## config.mk

```make
export PLATFORM = sky130hd
export DESIGN_NAME = vec_dup_count
export DESIGN_NICKNAME = d
export VERILOG_FILES = /design/src/rtl/vdc_pkg.sv /design/src/rtl/vdc_control.sv /design/src/rtl/vdc_datapath.sv /design/src/rtl/vec_dup_count.sv
export SDC_FILE = /design/constraint.sdc
export NUM_CORES = 1
export LEC_CHECK = 0
export CORE_MARGIN = 3
export CORE_UTILIZATION = 60
export CTS_CLUSTER_DIAMETER = 150
export DETAILED_ROUTE_END_ITERATION = 12
export DONT_BUFFER_PORTS = 1
export HOLD_SLACK_MARGIN = 0.08
export PLACE_DENSITY = 0.76
export SLEW_MARGIN = 0
export SYNTH_ARGS = -nofsm -noshare
export SYNTH_HDL_FRONTEND = slang
export SYNTH_SLANG_ARGS = --single-unit
```

## constraint.sdc

```tcl
create_clock -name clk -period 8.2 [get_ports clk]
set_input_delay 2.46 -clock clk [delete_from_list [all_inputs] [get_ports clk]]
set_output_delay 2.46 -clock clk [all_outputs]
set_load 0.02 [all_outputs]
```

## src/rtl/vdc_pkg.sv

```systemverilog
package vdc_pkg;
  typedef enum logic {ST_IDLE, ST_RUN} state_t;

  typedef struct packed {
    logic load;
    logic step;
  } ctl_t;
endpackage

```

## src/rtl/vdc_control.sv

```systemverilog
module vdc_control #(
  parameter int MAX_VL = 16,
  parameter int LANES  = 1,
  parameter int VL_W   = $clog2(MAX_VL + 1)
) (
  input  logic                clk,
  input  logic                rstN,
  input  logic                start,
  input  logic [VL_W-1:0]     vlIn,
  output vdc_pkg::ctl_t       ctl,
  output logic [VL_W-1:0]     grpIdx,
  output logic                done
);
  import vdc_pkg::*;

  state_t            stateQ;
  logic [VL_W-1:0]   grpQ;
  logic [VL_W-1:0]   numGrpQ;
  logic [VL_W:0]     roundUp;
  logic [VL_W-1:0]   numGrp;
  logic              lastGrp;

  assign roundUp = {1'b0, vlIn} + (VL_W+1)'(LANES - 1);
  assign numGrp  = VL_W'(roundUp / (VL_W+1)'(LANES));
  assign lastGrp = ({1'b0, grpQ} + (VL_W+1)'(1)) >= {1'b0, numGrpQ};

  assign ctl.load = (stateQ == ST_IDLE) && start;
  assign ctl.step = (stateQ == ST_RUN);
  assign grpIdx   = grpQ;

  always_ff @(posedge clk or negedge rstN) begin
    if (!rstN) begin
      stateQ  <= ST_IDLE;
      grpQ    <= '0;
      numGrpQ <= '0;
      done    <= 1'b0;
    end else begin
      done <= 1'b0;
      case (stateQ)
        ST_IDLE: begin
          if (start) begin
            stateQ  <= ST_RUN;
            grpQ    <= '0;
            numGrpQ <= numGrp;
          end
        end
        ST_RUN: begin
          if (lastGrp) begin
            stateQ <= ST_IDLE;
            done   <= 1'b1;
          end else begin
            grpQ <= grpQ + VL_W'(1);
          end
        end
        default: stateQ <= ST_IDLE;
      endcase
    end
  end

  // completion is a single-cycle pulse
  assert_done_pulse_R6: assert property (@(posedge clk) disable iff (!rstN)
    done |=> !done);

  // a busy unit keeps running until its final group
  assert_busy_hold_R7: assert property (@(posedge clk) disable iff (!rstN)
    (stateQ == ST_RUN && !lastGrp) |=> (stateQ == ST_RUN));
endmodule

```

## src/rtl/vdc_datapath.sv

```systemverilog
module vdc_datapath #(
  parameter int MAX_VL = 16,
  parameter int ELEM_W = 4,
  parameter int LANES  = 1,
  parameter int VL_W   = $clog2(MAX_VL + 1),
  parameter int CNT_W  = $clog2(MAX_VL)
) (
  input  logic                       clk,
  input  logic                       rstN,
  input  vdc_pkg::ctl_t              ctl,
  input  logic [VL_W-1:0]            grpIdx,
  input  logic                       opIn,
  input  logic [VL_W-1:0]            vlIn,
  input  logic [MAX_VL*ELEM_W-1:0]   srcIn,
  output logic [MAX_VL*CNT_W-1:0]    resOut,
  output logic [MAX_VL-1:0]          maskOut
);
  localparam int NVAL  = 1 << ELEM_W;
  localparam int IDX_W = $clog2(MAX_VL);
  localparam int POS_W = $clog2(MAX_VL + LANES) + 1;

  logic [ELEM_W-1:0] srcQ   [MAX_VL];
  logic [CNT_W-1:0]  resQ   [MAX_VL];
  logic [CNT_W-1:0]  cntTab [NVAL];
  logic [NVAL-1:0]   seenQ;
  logic [MAX_VL-1:0] maskQ;
  logic [VL_W-1:0]   vlQ;
  logic              opQ;

  logic [POS_W-1:0]  lanePos [LANES];
  logic [IDX_W-1:0]  laneIdx [LANES];
  logic [ELEM_W-1:0] laneVal [LANES];
  logic              laneAct [LANES];
  logic [CNT_W-1:0]  laneCnt [LANES];
  logic              laneNew [LANES];

  // Per-lane addressing: ascending walk for counts, descending for the mask
  for (genvar k = 0; k < LANES; k++) begin : g_lane
    assign lanePos[k] = POS_W'(grpIdx) * POS_W'(LANES) + POS_W'(k);
    assign laneAct[k] = lanePos[k] < POS_W'(vlQ);
    assign laneIdx[k] = IDX_W'(opQ ? (POS_W'(vlQ) - POS_W'(1) - lanePos[k])
                                   : lanePos[k]);
    assign laneVal[k] = laneAct[k] ? srcQ[laneIdx[k]] : '0;
  end

  // In-group pairwise compare against earlier-visited lanes
  always_comb begin
    logic [CNT_W-1:0] dupCnt;
    for (int k = 0; k < LANES; k++) begin
      dupCnt = '0;
      for (int j = 0; j < k; j++) begin
        if (laneAct[j] && (laneVal[j] == laneVal[k])) dupCnt = dupCnt + CNT_W'(1);
      end
      laneCnt[k] = cntTab[laneVal[k]] + dupCnt;
      laneNew[k] = !seenQ[laneVal[k]] && (dupCnt == '0);
    end
  end

  always_ff @(posedge clk or negedge rstN) begin
    if (!rstN) begin
      for (int i = 0; i < MAX_VL; i++) begin
        srcQ[i] <= '0;
        resQ[i] <= '0;
      end
      for (int v = 0; v < NVAL; v++) cntTab[v] <= '0;
      seenQ <= '0;
      maskQ <= '0;
      vlQ   <= '0;
      opQ   <= 1'b0;
    end else if (ctl.load) begin
      for (int i = 0; i < MAX_VL; i++) begin
        srcQ[i] <= srcIn[i*ELEM_W +: ELEM_W];
        resQ[i] <= '0;
      end
      for (int v = 0; v < NVAL; v++) cntTab[v] <= '0;
      seenQ <= '0;
      maskQ <= '0;
      vlQ   <= vlIn;
      opQ   <= opIn;
    end else if (ctl.step) begin
      for (int k = 0; k < LANES; k++) begin
        if (laneAct[k]) begin
          if (!opQ) begin
            resQ[laneIdx[k]]   <= laneCnt[k];
            cntTab[laneVal[k]] <= laneCnt[k] + CNT_W'(1);
          end else begin
            maskQ[laneIdx[k]]  <= laneNew[k];
            seenQ[laneVal[k]]  <= 1'b1;
          end
        end
      end
    end
  end

  for (genvar i = 0; i < MAX_VL; i++) begin : g_pack
    assign resOut[i*CNT_W +: CNT_W] = resQ[i];
  end
  assign maskOut = maskQ;

  // Checker-side observation of held state
  logic tailBad;
  logic resAny;
  always_comb begin
    tailBad = 1'b0;
    resAny  = 1'b0;
    for (int i = 0; i < MAX_VL; i++) begin
      if (VL_W'(i) >= vlQ) tailBad = tailBad | (resQ[i] != '0) | maskQ[i];
      resAny = resAny | (resQ[i] != '0);
    end
  end

  // nothing is ever written at or beyond the active length
  assert_tail_zero_R4: assert property (@(posedge clk) disable iff (!rstN)
    !tailBad);

  // only the selected operation's output may be non-zero
  assert_op_exclusive_R5: assert property (@(posedge clk) disable iff (!rstN)
    (opQ ? !resAny : (maskQ == '0)));

  // a count can never exceed the number of lower positions
  assert_count_bound_R1: assert property (@(posedge clk) disable iff (!rstN)
    (ctl.step && laneAct[0] && !opQ) |-> (CNT_W'(laneCnt[0]) <= CNT_W'(laneIdx[0])));

  // at most one mark per active element
  assert_mask_limit_R3: assert property (@(posedge clk) disable iff (!rstN)
    $countones(maskQ) <= int'(vlQ));
endmodule

```

## src/rtl/vec_dup_count.sv

```systemverilog
module vec_dup_count #(
  parameter  int MAX_VL = 16,
  parameter  int ELEM_W = 4,
  parameter  int LANES  = 1,
  localparam int VL_W   = $clog2(MAX_VL + 1),
  localparam int CNT_W  = $clog2(MAX_VL)
) (
  input  logic                      clk,
  input  logic                      rstN,
  input  logic                      start,
  input  logic                      opSel,
  input  logic [VL_W-1:0]           vecLen,
  input  logic [MAX_VL*ELEM_W-1:0]  srcVec,
  output logic [MAX_VL*CNT_W-1:0]   resVec,
  output logic [MAX_VL-1:0]         resMask,
  output logic                      done
);
  vdc_pkg::ctl_t   ctl;
  logic [VL_W-1:0] grpIdx;
  logic [VL_W-1:0] vlEff;

  assign vlEff = (vecLen > VL_W'(MAX_VL)) ? VL_W'(MAX_VL) : vecLen;

  vdc_control #(.MAX_VL(MAX_VL), .LANES(LANES), .VL_W(VL_W)) u_control (
    .clk(clk), .rstN(rstN), .start(start), .vlIn(vlEff),
    .ctl(ctl), .grpIdx(grpIdx), .done(done)
  );

  vdc_datapath #(.MAX_VL(MAX_VL), .ELEM_W(ELEM_W), .LANES(LANES),
                 .VL_W(VL_W), .CNT_W(CNT_W)) u_datapath (
    .clk(clk), .rstN(rstN), .ctl(ctl), .grpIdx(grpIdx), .opIn(opSel),
    .vlIn(vlEff), .srcIn(srcVec), .resOut(resVec), .maskOut(resMask)
  );
endmodule

```

==> impl_metrics.csv <==
group,metric,value,unit
run_status,status,"finished, final reports clean",
timing,fin_tns_setup,0,ns
timing,max_freq,0.158,GHz
grt,top_usage_layer,"met2",
grt,grt_pass1_wl,45500,µm
placement,dpl.cell_count,1359,
synth,synth-warning-count,0,
timing,layout_setup_ws,1.85,ns
cts,clk_latency,0.51,ns
routing,antenna_left,0,
critical_path,r2r_setup_slack,1.85,ns
floorplanning,core_area,18100,µm²
timing,slew_viol_final,0,
cts,numClockSinks,237,
layout,nets,1245,
floorplanning,die_w,143,µm
synth,synth-async-reset-ratio,100,%
grt,grt.met2_usage,42.4,%
synth,syn_area_per_cell,9.41,µm²
critical_path,cp-end-kind,"flop",
grt,grt_start_max_net_pins,238,
layout,n_antenna_cell,0,
cts,cts_tree,"done",
synth,yosysMostFrequentCell,"nand2_1",
placement,dp_hpwl,18700,µm
cts,clk_pin_slew,0.06,ns
synth,syn_area,11200,µm²
critical_path,reg2reg_from,"u_control.grpIdx[0]$_DFFE_PN0P_",
timing,tightest_slew,1.19,ns
critical_path,critPathLaunchType,"flop",
floorplanning,fp.dieH,143,µm
floorplanning,ios,154,
synth,synth-edff-count,0,
synth,synth_top_cell_area_share,53.0,%
routing,firstDrtPassIters,5,
flow_run,drv_cap,0,
floorplanning,initial_core_util,61.6,%
floorplanning,num_rows,49,
timing,fin_skew,0.00848,ns
synth,synth_fp_nets,1277,
critical_path,arrival,6.71,ns
synth,synthCells,1189,
critical_path,path_class,"reg -> reg",
routing,drt_wl_total,28200,µm
placement,globalplace.congestion,0.933,
synth,synthFlopType,"dfrtp_1",
critical_path,crit_required,8.56,ns
timing,final-setup-viol-count,0,
cts,cts_hold_buf,0,
cts,numCtsBuffers,25,
hold_path,hold_path.class,"reg -> reg",
critical_path,rr_worst_depth,15,
timing,max_slew_margin,20.6,%
synth,ys_seq_area_share,53.0,%
synth,ys_ff_latch,237,
layout,drive_gt1_share,8.09,%
cts,ctsResizeCount,0,
cts,cts_htree_levels,1,
grt,first_global_vias,8268,
routing,routedWlPerCell,20.1,µm
synth,synth_common_cells,"336 x nand2_1, 237 x dfrtp_1, 129 x nand3_1, 122 x o21ai_0, 46 x nor2_1",
routing,drt-initial-drc-count,969,
routing,num_vias,8739,
synth,synth_area_leaders,"dfrtp_1 53%, nand2_1 11%, nand3_1 5.8%",
routing,vias_per_cell,6.22,
hold_path,holdPathEnd,"u_datapath.srcQ[13]$_DFFE_PN0P_",
critical_path,crit_path_max_fanout,25,
hold_path,min_from,"u_datapath.srcQ[13]$_DFFE_PN0P_",
critical_path,reg2reg_to,"u_datapath.cntTab[46]$_DFFE_PN0P_",
synth,synth.distinct_cells,67,
timing,finalCriticalPeriod,6.35,ns
hold_path,hold_path_depth,2,
grt,antenna_found_initial,0,
timing,finalHoldViolations,0,
timing,rsz0062_at_grt,"no",
routing,drc,0,
grt,track_usage,27.9,%
floorplanning,die_area,20300,µm²
placement,port_buffers,0,
grt,use_met3,5.41,%
cts,cts_root_buffer,"clkbuf_16",
grt,grtUsageMet1,41.7,%
timing,finalCritPeriodShare,77.4,%
placement,post-place-ws,2.08,ns
grt,overflow,0,
synth,synth_largest_area_cell,"dfrtp_1",
layout,area_growth,8.61,%
layout,fin_cells,1404,
cts,clockBufferDepth,3,
cts,postCtsSetupBuffers,0,
sequential cells by signal, indices dropped and copies added (netlist names):
name,flops
u_datapath.seenQ,16
u_control.stateQ,1
u_datapath.maskOut,16
u_control.done,1
u_datapath.cntTab,64
u_datapath.srcQ,64
u_datapath.resOut,64
u_control.grpIdx,5
u_datapath.opQ,1
u_control.numGrpQ,5
critical path, cell delays in order (launching register included):
cell,delay (ns)
dfrtp_1,0.49
inv_1,0.08
ha_1,0.23
inv_1,0.08
fa_1,0.43
and2_1,0.23
o21ai_1,0.54
o22ai_1,0.26
o221a_2,0.39
a211oi_4,0.91
a311oi_1,0.31
nor4_4,0.59
inv_1,0.52
ha_1,0.38
xor2_2,0.54
o21ai_0,0.20
how the worst max path moves through the flow:
stage                                               start                                 to  slack, ns
after floorplan           u_control.grpIdx[0]$_DFFE_PN0P_  u_datapath.cntTab[13]$_DFFE_PN0P_       3.34
final                     u_control.grpIdx[0]$_DFFE_PN0P_  u_datapath.cntTab[46]$_DFFE_PN0P_       1.85
after detailed placement  u_control.grpIdx[0]$_DFFE_PN0P_  u_datapath.cntTab[18]$_DFFE_PN0P_       2.08
after CTS                 u_control.grpIdx[0]$_DFFE_PN0P_  u_datapath.cntTab[54]$_DFFE_PN0P_       1.99
after global placement    u_control.grpIdx[0]$_DFFE_PN0P_  u_datapath.cntTab[50]$_DFFE_PN0P_       2.24
after global routing      u_control.grpIdx[0]$_DFFE_PN0P_  u_datapath.cntTab[58]$_DFFE_PN0P_       1.39
kinds of logic (layout without fill, tap and decap cells):
group,Yosys count,count (layout),synth area share (%)
AOI/OAI and AO/OA,217,217,12.0
xor gates and xnor gates,6,6,0.671
adders and majority gates,15,15,1.75
buffers and inverters,77,63,3.14
DFF,237,237,53.0
muxes,66,66,7.38
and+or+nand+nor,571,571,22.1
cells in the final DEF, fill, tap and decap left out, types with 7 or more instances in the layout:
master	count
nand2_1	336
dfrtp_1	237
nand3_1	129
o21ai_0	122
nor2_1	46
mux2i_1	45
a21oi_1	26
clkbuf_16	25
nor3_1	23
o21ai_1	14
ha_1	14
inv_1	13
mux4_2	12
mux2_2	8
a211oi_1	8
nand3b_1	7
per-stage QoR:
step | instance area, µm² | hold WS, ns | utilization (%)
6_report | 12100 | 0.473 | 66.9
5_1_grt | 12100 | 0.498 | 66.9
4_1_cts | 12100 | 0.473 | 66.9
3_5_place_dp | 11200 | 0.459 | 61.9
3_3_place_gp | 11200 | 0.453 | 61.9
2_1_floorplan | 11200 | 0.440 | -
final cells by class:
type,count,area (µm²)
Fill cell,1435,6000
Sequential cell,237,5930
Multi-Input combinational cell,875,4930
Clock buffer,32,712
Tap cell,229,287
Clock inverter,13,206
Inverter,13,48.8
Timing Repair Buffer,5,37.5
routing by layer:
| metal | up-vias | wire (µm) |
|---|---|---|
| li1 | 4046 | - |
| met3 | 39 | 2370 |
| met2 | 366 | 13000 |
| met1 | 4288 | 12300 |
| met5 | - | 0 |
| met4 | 0 | 656 |
Power is left out: the tool's default activity adds up to more than one toggle a clock period on the data nets, which glitch-free logic cannot reach.
